**config.mk**
```make
export PLATFORM = sky130hd
export DESIGN_NAME = elem_life_ctrl
export DESIGN_NICKNAME = d
export VERILOG_FILES = /design/src/rtl/elc_pkg.sv /design/src/rtl/elc_ctrl.sv /design/src/rtl/elc_decode.sv /design/src/rtl/elem_life_ctrl.sv
export SDC_FILE = /design/constraint.sdc
export NUM_CORES = 1
export LEC_CHECK = 0
export ABC_CLOCK_PERIOD_IN_PS = 1200
export CAP_MARGIN = 20
export CORE_AREA = 2 2 39 41
export CTS_CLUSTER_DIAMETER = 40
export DETAILED_ROUTE_END_ITERATION = 8
export DIE_AREA = 0 0 41 43
export REMOVE_ABC_BUFFERS = 1
export SLEW_MARGIN = 20
export SYNTH_ARGS = -nofsm -noshare
export SYNTH_HDL_FRONTEND = slang
export SYNTH_SLANG_ARGS = --single-unit
```
**constraint.sdc**
```tcl
create_clock -name clk -period 1.2 [get_ports clk]
set_input_delay 0.12 -clock clk [delete_from_list [all_inputs] [get_ports clk]]
set_output_delay 0.12 -clock clk [all_outputs]
set_load 0.1 [all_outputs]
```
**src/rtl/elc_pkg.sv**
```systemverilog
package elc_pkg;
  localparam int STATE_W = 3;

  typedef enum logic [STATE_W-1:0] {
    ST_TEST   = 3'b000,
    ST_DIE    = 3'b001,
    ST_FAULT  = 3'b010,
    ST_REPAIR = 3'b100,
    ST_CONFIG = 3'b101,
    ST_ACTIVE = 3'b110,
    ST_DEAD   = 3'b111
  } elcState_e;

  // one strobe per state, handed from control to output decode
  typedef struct packed {
    logic inTest;
    logic inConfig;
    logic inActive;
    logic inRepair;
    logic inFault;
    logic inDie;
    logic inDead;
  } elcStrobe_t;
endpackage

```
**src/rtl/elc_ctrl.sv**
```systemverilog
module elc_ctrl
  import elc_pkg::*;
(
  input  logic               clk,
  input  logic               rstN,
  input  logic               globalHold,
  input  logic               faultSpot,
  output elcStrobe_t         strobe,
  output logic [STATE_W-1:0] stateCode
);
  elcState_e curState, nxtState;

  always_ff @(posedge clk or negedge rstN) begin
    if (!rstN) curState <= ST_TEST;
    else       curState <= nxtState;
  end

  always_comb begin
    nxtState = curState;
    unique case (curState)
      ST_TEST: begin
        if (faultSpot)        nxtState = ST_DEAD;
        else if (!globalHold) nxtState = ST_CONFIG;
      end
      ST_CONFIG: if (!globalHold) nxtState = ST_ACTIVE;
      ST_ACTIVE: begin
        if (faultSpot)       nxtState = ST_FAULT;
        else if (globalHold) nxtState = ST_REPAIR;
      end
      ST_FAULT:  nxtState = ST_DIE;
      ST_DIE:    if (!globalHold) nxtState = ST_DEAD;
      ST_REPAIR: if (!globalHold) nxtState = ST_ACTIVE;
      ST_DEAD:   nxtState = ST_DEAD;
      default:   nxtState = ST_TEST;
    endcase
  end

  always_comb begin
    strobe          = '0;
    strobe.inTest   = (curState == ST_TEST);
    strobe.inConfig = (curState == ST_CONFIG);
    strobe.inActive = (curState == ST_ACTIVE);
    strobe.inRepair = (curState == ST_REPAIR);
    strobe.inFault  = (curState == ST_FAULT);
    strobe.inDie    = (curState == ST_DIE);
    strobe.inDead   = (curState == ST_DEAD);
  end

  assign stateCode = curState;
endmodule

```
**src/rtl/elc_decode.sv**
```systemverilog
module elc_decode
  import elc_pkg::*;
(
  input  elcStrobe_t strobe,
  input  logic       regFull,
  output logic       holdReq,
  output logic       active,
  output logic       dead,
  output logic       repairing,
  output logic       shiftEn
);
  logic waitFill;

  // states that keep the array frozen until this register has filled
  assign waitFill  = strobe.inTest | strobe.inConfig | strobe.inDie;

  assign holdReq   = (waitFill & ~regFull) | strobe.inFault;
  assign active    = strobe.inActive;
  assign dead      = strobe.inDead;
  assign repairing = strobe.inRepair | strobe.inFault | strobe.inDie;
  assign shiftEn   = (strobe.inConfig & ~regFull) | strobe.inRepair | strobe.inDie;
endmodule

```
**src/rtl/elem_life_ctrl.sv**
```systemverilog
module elem_life_ctrl
  import elc_pkg::*;
(
  input  logic               clk,
  input  logic               rstN,
  input  logic               globalHold,
  input  logic               faultSpot,
  input  logic               regFull,
  output logic               holdReq,
  output logic               active,
  output logic               dead,
  output logic               repairing,
  output logic               shiftEn,
  output logic [STATE_W-1:0] elemState
);
  elcStrobe_t strobe;

  elc_ctrl ctrl_i (
    .clk        (clk),
    .rstN       (rstN),
    .globalHold (globalHold),
    .faultSpot  (faultSpot),
    .strobe     (strobe),
    .stateCode  (elemState)
  );

  elc_decode decode_i (
    .strobe    (strobe),
    .regFull   (regFull),
    .holdReq   (holdReq),
    .active    (active),
    .dead      (dead),
    .repairing (repairing),
    .shiftEn   (shiftEn)
  );
endmodule

```
; Word-level counts from Yosys, hierarchy flattened
; Index checks and enable logic that the tools add are counted.
[word_totals]
reg_bits = 3
inputBits = 5
elab_cells = 31
output_inout_bits = 8
[op_classes]
muxes = 7
bitwise_logic = 10
reduce_logical = 3
n_eq_ne = 10
[op_table]
columns = cell, n
row1 = $mux 3, 6
row2 = $pmux 3 s6, 1
row3 = $eq 3x3->1 const B, 4
row4 = $or 1x1->1, 7
row5 = $ne 3x3->1 const B, 2
row6 = $ne 2x2->1 const B, 2
row7 = $reduce_and 4->1, 1
row8 = $eq 3x1->1 const B, 1
row9 = $eq 3x2->1 const B, 1
row10 = $logic_not 3->1, 1
row11 = $and 1x1->1, 2
row12 = $reduce_or 2->1, 1
row13 = $not 1->1, 1

; Depth between registers and ports, before layout
; Gate-level depths: netlist of the first run.
[logic_depth]
word_depth = 5
mapped_depth = 4
mapped_depth_nobuf = 3

; By module
; Synthesis of the first run repeated with hierarchy kept, for this count alone.
[hier_totals]
cells_unflattened = 32
hier_area_um2 = 301.5
[modules_own_cells]
columns = mod, seq_area_each_um2, area_per_inst_um2, instances, cells_per_inst
row1 = elc_ctrl, 75.1, 255.2, 1, 24
row2 = elc_decode, 0.0, 46.3, 1, 8

; Worst setup path before layout of the first run
; No wires, ideal clock.
[synth_path]
kind = register -> output
start = reg ctrl_i.curState[1] (netlist: ctrl_i.stateCode[1])
end = out active
stages_incl_launch_ff = 4
arrival_ps = 3412
path_slack_ps = -2332
path_buffers = 1
required_ps = 1080
cell_sequence = dfrtp_1 -> buf_6 -> inv_2 -> nor3b_1
[synth_between]
elab_chain_cells = 1
[synth_rtl]
columns = element, line
row1 = start: declaration, elc_ctrl.sv:11  ; elcState_e curState, nxtState;
row2 = start signal: assignment, elc_ctrl.sv:15  ; else curState <= nxtState;
row3 = $eq 3x3->1, elc_ctrl.sv:42  ; strobe.inActive = (curState == ST_ACTIVE);
row4 = end: declaration, elem_life_ctrl.sv:10  ; output logic active,
; Every way passes these cells.

; Worst setup path in the final report of the first run
[layout_path]
start = reg ctrl_i.curState[0] (netlist: ctrl_i.stateCode[0])
end = out holdReq
[layout_between]
elab_chain_cells = 5
word_cells_on_any_way = 8
cone_classes = eq/ne (3) / bitwise (4) / reduce/logical (1)
[layout_rtl]
columns = element, line
row1 = $eq 3x3->1 or $logic_not 3->1 (tied branches), "elc_ctrl.sv:41, elc_ctrl.sv:40"
row2 = $or 1x1->1 (2 in a row), elc_decode.sv:15  ; assign waitFill = strobe.inTest | strobe.inConfig | strobe.inDie;
row3 = $and 1x1->1, elc_decode.sv:17  ; assign holdReq = (waitFill & ~regFull) | strobe.inFault;
row4 = $or 1x1->1 (*), elc_decode.sv:17
row5 = end: declaration, elem_life_ctrl.sv:9  ; output logic holdReq,
; Mark *: on every way between the ends. The rest lies on a longest branch, timed or not.

==> results of run 1 <==
## what timing repair did
item                       in CTS  in global routing
setup endpoints to repair       6                  8
pin swaps                       6                  4
cloned                          0                  0
setup buffers                   3                  0
gates resized for setup        17                  5
## cells in the final DEF (no fill, tap or decap), drive strengths merged
cell type,n
buf,19
nor3b,1
xnor2,1
a21o,1
dfrtp,3
o41ai,1
a311oi,1
mux2,1
inv,2
nand3,1
nand2,1
clkdlybuf4s50,4
a211oi,1
nand2b,1
o21ai,3
nand3b,1
clkbuf,4
and3,1
nor2,3
a21oi,4
## cells by family after synthesis
kind of cell	count (synthesis)
xor+xnor	1
buf+inv	5
compound gates	11
simple gates	9
mux	1
flops	3
## per-stage QoR
stage | area [um^2] | setup WS (ns) | TNS [ns]
after detailed placement | 517 | -0.0413 | -0.0494
after global placement | 517 | -0.0404 | -0.0463
final | 642 | -0.233 | -0.891
after floorplan | 229 | -2.35 | -8.83
after global routing | 642 | -0.262 | -1.13
after CTS | 628 | -0.242 | -0.985
## layer usage
| metal | part of all wire (%) | vias up | GRT usage (%) |
|---|---|---|---|
| li1 | - | 155 | - |
| met1 | 36 | 141 | 10.1 |
| met5 | 0 | - | 0 |
| met3 | 5.2 | 0 | 2.09 |
| met4 | 0 | 0 | 6.00 |
| met2 | 59 | 9 | 18.4 |
## critical path: stages, from the launching register on
cell,delay (ns)
dfrtp_2,0.43
mux2_4,0.33
a21oi_4,0.14
buf_12,0.19
## worst max-delay path by stage
stage | slack, ns | to
global placement | -0.04 | shiftEn
global route | -0.26 | holdReq
floorplan | -2.35 | active
CTS | -0.24 | holdReq
detailed placement | -0.04 | shiftEn
finish | -0.23 | holdReq
## layout make-up
type                            instances  area [um^2]
Fill cell                             134          742
Tap cell                               16         20.0
Timing Repair Buffer                   23          309
Multi-Input combinational cell         22          200
Inverter                                2         7.51
Clock buffer                            4         26.3
Sequential cell                         3         78.8
==> impl_metrics.csv, run 1 <==
group,metric,value,unit
final_layout,syn2layout_area_growth,144,%
setup_path,timing.rr.end,"ctrl_i.stateCode[2]",
sta,relSlewSlack,84.6,%
synth,yosysWarnings,0,
setup_path,reg2reg_slack,-0.04,ns
sta,tightest_slew,0.228,ns
synth,synth_area_leaders,"dfrtp_1 (29%), buf_6 (13%), o41ai_2 (6.2%)",
synth,synth_mux_area_share,4.29,%
synth,synthAdderAreaFrac,0,%
setup_path,worstSetupStartpoint,"ctrl_i.stateCode[0]",
clock_tree,cts_max_level,1,
clock_tree,cts_made_buffers,3,
synth,ys_async_sr_fraction,100,%
synth,yosysUniqueCellTypes,21,
routing,detail-route-antenna-nets,0,
clock_tree,cts_tree,"done",
setup_path,critPathKind,"reg -> out",
global_route,grt_pass1_wl,1.26,mm
setup_path,cp.required,1.08,ns
setup_path,critPathArrivalTime,1.31,ns
sta,slew_viol_final,0,
sta,hold_ws,0.0688,ns
clock_tree,path_clk_slew,0.04,ns
sta,final.min_clock_period,1.43,ns
sta,finalCritPeriodShare,119,%
synth,yosysTopAreaCellShare,28.6,%
clock_tree,root_buffer,"clkbuf_4",
sta,rsz0062_at_grt,"yes",
sta,clock.fmax,0.698,GHz
die,coreArea,1380,um^2
synth,avgSynthCellArea,8.76,um^2
global_route,grt_usage,10.4,%
sta,skew,0.00272,ns
synth,ys_seq_area_share,28.6,%
sta,final.setup.worst_slack,-0.233,ns
setup_path,regToRegStartpoint,"ctrl_i.stateCode[0]",
clock_tree,postCtsHoldBufs,0,
global_route,grt_max_degree,7,
clock_tree,clk_latency,0.23,ns
routing,drt_iter0_markers,6,
die,initial_core_util,19.0,%
status,violations,"setup timing",
sta,finalSetupViolCount,6,
routing,viasPerCell,4.36,
synth,synth-edff-count,0,
synth,synth-seq-cells,3,
run,maxCapViolCount,0,
synth,synth_cells,30,
routing,vias,305,
die,rows,14,
final_layout,drive_above_1_share,70.4,%
final_layout,largest_reg_flops,3,
placement,dpl.cell_count,64,
setup_path,worst-path-max-fanout,4,
die,die_h,43,um
global_route,grt_pass1_vias,337,
clock_tree,cts.sinks,3,
routing,drt_wl_total,811,um
min_path,worstHoldPathType,"in -> async",
final_layout,nets,60,
routing,drc_errors,0,
final_layout,diodes,0,
routing,wl_per_cell,11.6,um
die,fp.dieArea,1760,um^2
synth,yosys.area_share.simple,18.1,%
synth,synth_top_cell_by_area,"dfrtp_1",
setup_path,end_kind,"primary output",
synth,synthTopCellsByCount,"a21oi_1 (3), buf_6 (3), dfrtp_1 (3), nor2_1 (3), o21ai_0 (2)",
placement,place_hpwl,491,um
final_layout,final_cell_count_no_fill,70,
final_layout,post-route-util,46.4,%
synth,syn-cell-area,263,um^2
clock_tree,clockBufferDepth,2,
die,ios,13,
synth,synth_compound_area_share,30.0,%
global_route,grt-ovfl-total,0,
global_route,antenna_found_initial,0,
setup_path,cp-start-kind,"flop",
placement,port_buffers,12,
synth,synth_top_family_by_area,"compound AO/OA/AOI/OAI gates",
die,die_x,41,um
placement,place_congestion,0.754,
synth,synth_xor_area_share,3.33,%
sta,finalHoldViolations,0,
status,status,"finished with violations",
setup_path,reg2regPathDepth,6,
routing,first_pass_iters,4,
synth,synthFlopType,"dfrtp_1",
Power of run 1 is not shown: default switching activity piles up to over one toggle a cycle in this logic, so the estimate is an artifact.
==> run 2, diff against run 1 <==
--- a/config.mk
+++ b/config.mk
@@ -11,6 +11,7 @@
 export CTS_CLUSTER_DIAMETER = 40
 export DETAILED_ROUTE_END_ITERATION = 8
 export DIE_AREA = 0 0 41 43
+export GPL_TIMING_DRIVEN = 0
 export REMOVE_ABC_BUFFERS = 1
 export SLEW_MARGIN = 20
 export SYNTH_ARGS = -nofsm -noshare
==> run 2 against run 1 <==
The run still ends with setup timing left. Design area decreased by 22%. Flip-flop and latch count unchanged. Core utilization decreased by 10 points. Die area unchanged. Setup slack got worse by 0.013 ns. Clock-buffer cell count unchanged.
==> impl_metrics.csv, run 2 (synthesized netlist as in run 1, its figures left out) <==
group,metric,value,unit
status,status,"finished with violations",
status,violations,"setup timing",
placement,place_congestion,0.658,
routing,detail-route-antenna-nets,0,
clock_tree,clk_latency,0.23,ns
routing,drt_iter0_markers,5,
placement,port_buffers,12,
clock_tree,cts_max_level,1,
final_layout,largest_reg_flops,3,
die,coreArea,1380,um^2
sta,skew,0.00510,ns
sta,rsz0062_at_grt,"yes",
final_layout,finish.instance_area,498,um^2
clock_tree,clockBufferDepth,2,
sta,clock.fmax,0.691,GHz
global_route,grt_pass1_wl,1.05,mm
die,ios,13,
final_layout,drive_above_1_share,51.0,%
placement,dpl_cell_area,369,um^2
global_route,grt_pass1_vias,263,
clock_tree,root_buffer,"clkbuf_4",
clock_tree,cts_made_buffers,3,
global_route,grt_usage,8.94,%
die,fp.dieArea,1760,um^2
global_route,grt_max_degree,10,
sta,final.setup.worst_slack,-0.246,ns
clock_tree,cts_tree,"done",
die,initial_core_util,19.0,%
sta,slew_viol_final,0,
sta,tightest_slew,0.485,ns
final_layout,nets,55,
routing,viasPerCell,4.46,
clock_tree,path_clk_slew,0.04,ns
setup_path,critPathArrivalTime,1.33,ns
clock_tree,postCtsHoldBufs,0,
min_path,worstHoldPathType,"in -> async",
run,maxCapViolCount,0,
die,die_h,43,um
final_layout,seqCellArea,78.8,um^2
setup_path,critPathKind,"reg -> out",
placement,dpl.cell_count,55,
global_route,antenna_found_initial,0,
routing,first_pass_iters,4,
global_route,grt-ovfl-total,0,
final_layout,post-route-util,36.0,%
sta,finalHoldViolations,0,
setup_path,worst-path-max-fanout,8,
setup_path,regToRegStartpoint,"ctrl_i.stateCode[1]",
die,die_x,41,um
die,rows,14,
setup_path,worstSetupStartpoint,"ctrl_i.stateCode[0]",
setup_path,end_kind,"primary output",
final_layout,layout_common_cells,"buf_4 (5), clkdlybuf4s50_1 (4)",
final_layout,syn2layout_area_growth,89.5,%
placement,pre_cts_slack,-1.13,ns
placement,place_hpwl,381,um
final_layout,final_common_cell,"buf_4",
setup_path,cp.required,1.08,ns
routing,wl_per_cell,11.2,um
routing,drc_errors,0,
sta,finalSetupViolCount,6,
sta,final.min_clock_period,1.45,ns
final_layout,diodes,0,
routing,drt_wl_total,728,um
final_layout,final_cell_count_no_fill,65,
routing,vias,290,
final_layout,multi_input_area,169,um^2
setup_path,cp-start-kind,"flop",
sta,relSlewSlack,67.9,%
sta,finalCritPeriodShare,121,%
final_layout,fill_cells,153,
clock_tree,cts.sinks,3,
run 2: changes by cell type in the layout (fill, tap and decap cells not counted), moves of 2 or more:
cell	delta
buf_2	+2
nor2_2	-2
buf_6	-4
buf_12	-5
nor2_1	+2
run 2: cell type report:
cell class,instances,area share (%)
inverter,2,1.51
timing repair buffer,18,39.4
clock buffer,4,5.28
tap,16,4.02
multi-input combinational,22,33.9
sequential,3,15.8
run 2: worst max-delay path, stage by stage (launching register included):
cell	delay, ns
dfrtp_2	0.45
mux2_4	0.33
a21oi_4	0.13
buf_12	0.18
run 2: timing repair:
action,4_1_cts,5_1_grt
pin swaps,3,3
endpoints found under the setup margin,8,8
buffers inserted,4,2
resized for setup,63,7
run 2: metal layers:
| metal | up-vias | part of all wire (%) | global-route usage, % | routed length (um) |
|---|---|---|---|---|
| met1 | 129 | 41 | 11.9 | 302 |
| met2 | 15 | 51 | 11.6 | 370 |
| met5 | - | 0 | 0 | 0 |
| met3 | 2 | 6.6 | 1.57 | 48 |
| met4 | 0 | 1.1 | 8.00 | 8 |
| li1 | 144 | - | - | - |
run 2: path summary, 6_finish.rpt:
| path | to | slack [ns] | cells past startpoint |
|---|---|---|---|
| setup / recovery | holdReq | -0.25 | 3 |
| hold / removal | ctrl_i.stateCode[2] | 0.07 | 1 |
| setup reg to reg | ctrl_i.stateCode[0] | 0.04 | 4 |
| hold reg to reg | ctrl_i.stateCode[1] | 0.67 | 2 |
| max in group asynchronous | ctrl_i.stateCode[1] | 0.97 | 1 |
| min in group clk | ctrl_i.stateCode[2] | 0.61 | 3 |
run 2: per-stage QoR:
| step | hold WS [ns] | TNS [ns] |
|---|---|---|
| floorplan | -0.176 | -8.83 |
| global placement | 0.314 | -6.69 |
| detailed placement | 0.311 | -6.74 |
| CTS | 0.0640 | -0.776 |
| global route | 0.0745 | -1.14 |
| finish | 0.0706 | -0.753 |
Power of run 2 is left out for the same reason.
==> run 3, diff against run 2 <==
--- a/config.mk
+++ b/config.mk
@@ -16,4 +16,5 @@
 export SLEW_MARGIN = 20
 export SYNTH_ARGS = -nofsm -noshare
 export SYNTH_HDL_FRONTEND = slang
+export SYNTH_HIERARCHICAL = 1
 export SYNTH_SLANG_ARGS = --single-unit
==> run 3 against run 2 <==
The flow still finishes with violations (setup timing). Setup slack got worse by 0.20 ns. Non-clock buffer count up 6. Hold slack improved by 0.0015 ns. Core utilization increased by 8.4 points. Flip-flop and latch count unchanged. First-iteration DRC count fell by 100%. Register-to-register slack worse by 0.23 ns. Final cell count is 9.2% higher. Synthesized cell count rose by 6.7%. Wire length grew 5.6%.
==> impl_metrics.csv, run 3 <==
group,metric,value,unit
final_layout,fill_cells,142,
setup_path,cpPeakStageDelay,0.49,ns
sta,final.setup.worst_slack,-0.443,ns
sta,skew,0.00569,ns
routing,drt_wl_total,769,um
final_layout,post-route-util,44.4,%
global_route,antenna_found_initial,0,
final_layout,syn2layout_area_growth,104,%
setup_path,cp.required,1.08,ns
synth,yosysTopAreaCellShare,24.9,%
sta,relSlewSlack,81.5,%
routing,wl_per_cell,10.8,um
synth,yosysWarnings,6,
sta,finalCritPeriodShare,137,%
status,violations,"setup timing",
synth,synth-edff-count,0,
sta,tightest_slew,0.274,ns
sta,rsz0062_at_grt,"yes",
synth,yosysUniqueCellTypes,25,
routing,drc_errors,0,
routing,viasPerCell,4.63,
placement,place_congestion,0.597,
routing,detail-route-antenna-nets,0,
setup_path,crit_chain,"and2b_1 > or3_4 > buf_12",
final_layout,drive_above_1_share,69.1,%
die,ios,13,
sta,finalSetupViolCount,8,
setup_path,critPathArrivalTime,1.52,ns
clock_tree,cts_tree,"done",
sta,final.min_clock_period,1.64,ns
synth,syn-cell-area,302,um^2
setup_path,cp-start-kind,"flop",
clock_tree,cts.sinks,3,
final_layout,finish.instance_area,614,um^2
setup_path,worst-path-max-fanout,13,
min_path,worstHoldPathType,"in -> async",
global_route,grt_usage,8.98,%
clock_tree,postCtsHoldBufs,0,
global_route,grt_max_degree,14,
clock_tree,cts_made_buffers,3,
setup_path,end_kind,"primary output",
sta,finalHoldViolations,0,
final_layout,final_common_cell,"buf_4",
setup_path,crit_buf_inv,1,
die,fp.dieArea,1760,um^2
global_route,grt-ovfl-total,0,
routing,drt_iter0_markers,0,
routing,first_pass_iters,1,
final_layout,multi_input_area,206,um^2
setup_path,slowest_stage,"dfrtp_2",
clock_tree,clk_latency,0.23,ns
die,die_h,43,um
routing,vias,329,
setup_path,crit_family,"simple AND/OR/NAND/NOR gates",
sta,slew_viol_final,0,
placement,port_buffers,12,
synth,synth_top_cell_by_area,"dfrtp_1",
synth,ys_seq_area_share,24.9,%
die,initial_core_util,21.8,%
final_layout,nets,61,
die,rows,14,
status,status,"finished with violations",
die,coreArea,1380,um^2
clock_tree,clockBufferDepth,2,
placement,pre_cts_slack,-1.21,ns
die,die_x,41,um
synth,synthFlopType,"dfrtp_1",
final_layout,layout_common_cells,"buf_4 (9), buf_6 (5), buf_12 (5), clkdlybuf4s50_1 (4)",
sta,hold_ws,0.0721,ns
global_route,grt_pass1_vias,261,
clock_tree,path_clk_slew,0.04,ns
sta,clock.fmax,0.609,GHz
final_layout,seqCellArea,78.8,um^2
setup_path,critPathKind,"reg -> out",
synth,ys_async_sr_fraction,100,%
synth,yosysMostFrequentCell,"dfrtp_1",
synth,synth_area_leaders,"dfrtp_1 (25%), buf_6 (7.5%), nor3_4 (5.4%)",
placement,place_hpwl,412,um
placement,dpl_cell_area,390,um^2
synth,avgSynthCellArea,9.42,um^2
setup_path,reg2reg_slack,-0.19,ns
synth,synth-seq-cells,3,
final_layout,diodes,0,
final_layout,largest_reg_flops,3,
clock_tree,cts_max_level,1,
synth,synth_cells,32,
run,maxCapViolCount,0,
clock_tree,root_buffer,"clkbuf_4",
global_route,grt_pass1_wl,1.08,mm
==> run 3: cell count changes in the layout (fill, tap and decap cells not counted), moves of 2 or more <==
| cell | delta |
|---|---|
| buf_2 | -2 |
| buf_6 | +2 |
| o21ai_2 | +2 |
| nor2b_4 | +2 |
| buf_4 | +4 |
| o21ai_0 | -2 |
| buf_12 | +2 |
| a21oi_1 | -2 |
==> run 3: what timing repair did <==
item	CTS	global route
gates resized for setup	66	20
hold endpoints to repair	0	0
setup endpoints to repair	8	9
pin swaps	1	5
buffers inserted	4	8
==> run 3: cells by family (layout without fill, tap and decap cells) <==
| group | count (synthesis) | in the layout | share of synthesized area, % |
|---|---|---|---|
| simple gates | 15 | 15 | 37.8 |
| compound gates | 8 | 8 | 19.1 |
| buf+inv | 6 | 29 | 18.3 |
| flops | 3 | 3 | 24.9 |
==> run 3: worst register-to-register path: stages (launching register included) <==
cell      delay, ns
dfrtp_2        0.43
buf_4          0.15
buf_4          0.14
buf_4          0.14
nor4b_1        0.31
a221oi_1       0.10
==> run 3: worst paths after layout <==
check | from | end | cells past startpoint
setup / recovery | ctrl_i/stateCode[0] | repairing | 3
hold / removal | rstN | ctrl_i/stateCode[0] | 1
setup reg to reg | ctrl_i/stateCode[1] | ctrl_i/stateCode[0] | 5
hold reg to reg | ctrl_i/stateCode[2] | ctrl_i/stateCode[0] | 2
max in group asynchronous | rstN | ctrl_i/stateCode[2] | 1
min in group clk | faultSpot | ctrl_i/stateCode[2] | 3
==> run 3: cell type report <==
cell class / count / area share, %
clock buffer: 4 / 4.28
inverter: 1 / 0.611
multi-input combinational: 23 / 33.6
sequential: 3 / 12.8
tap: 16 / 3.26
timing repair buffer: 24 / 45.4
==> run 3: through the flow <==
step / cells / setup TNS (ns)
2_1_floorplan: 27 / -8.98
6_report: 71 / -1.90
3_5_place_dp: 55 / -7.30
4_1_cts: 63 / -1.62
3_3_place_gp: 55 / -7.27
5_1_grt: 71 / -2.41
==> run 3: per-layer routing <==
layer	track usage [%]	up-vias	part of all wire (%)
met4	0	0	0
met5	0	-	0
met1	11.1	160	35
met2	13.4	11	57
met3	6.28	0	8.3
li1	-	158	-
Power of run 3 is left out for the same reason.
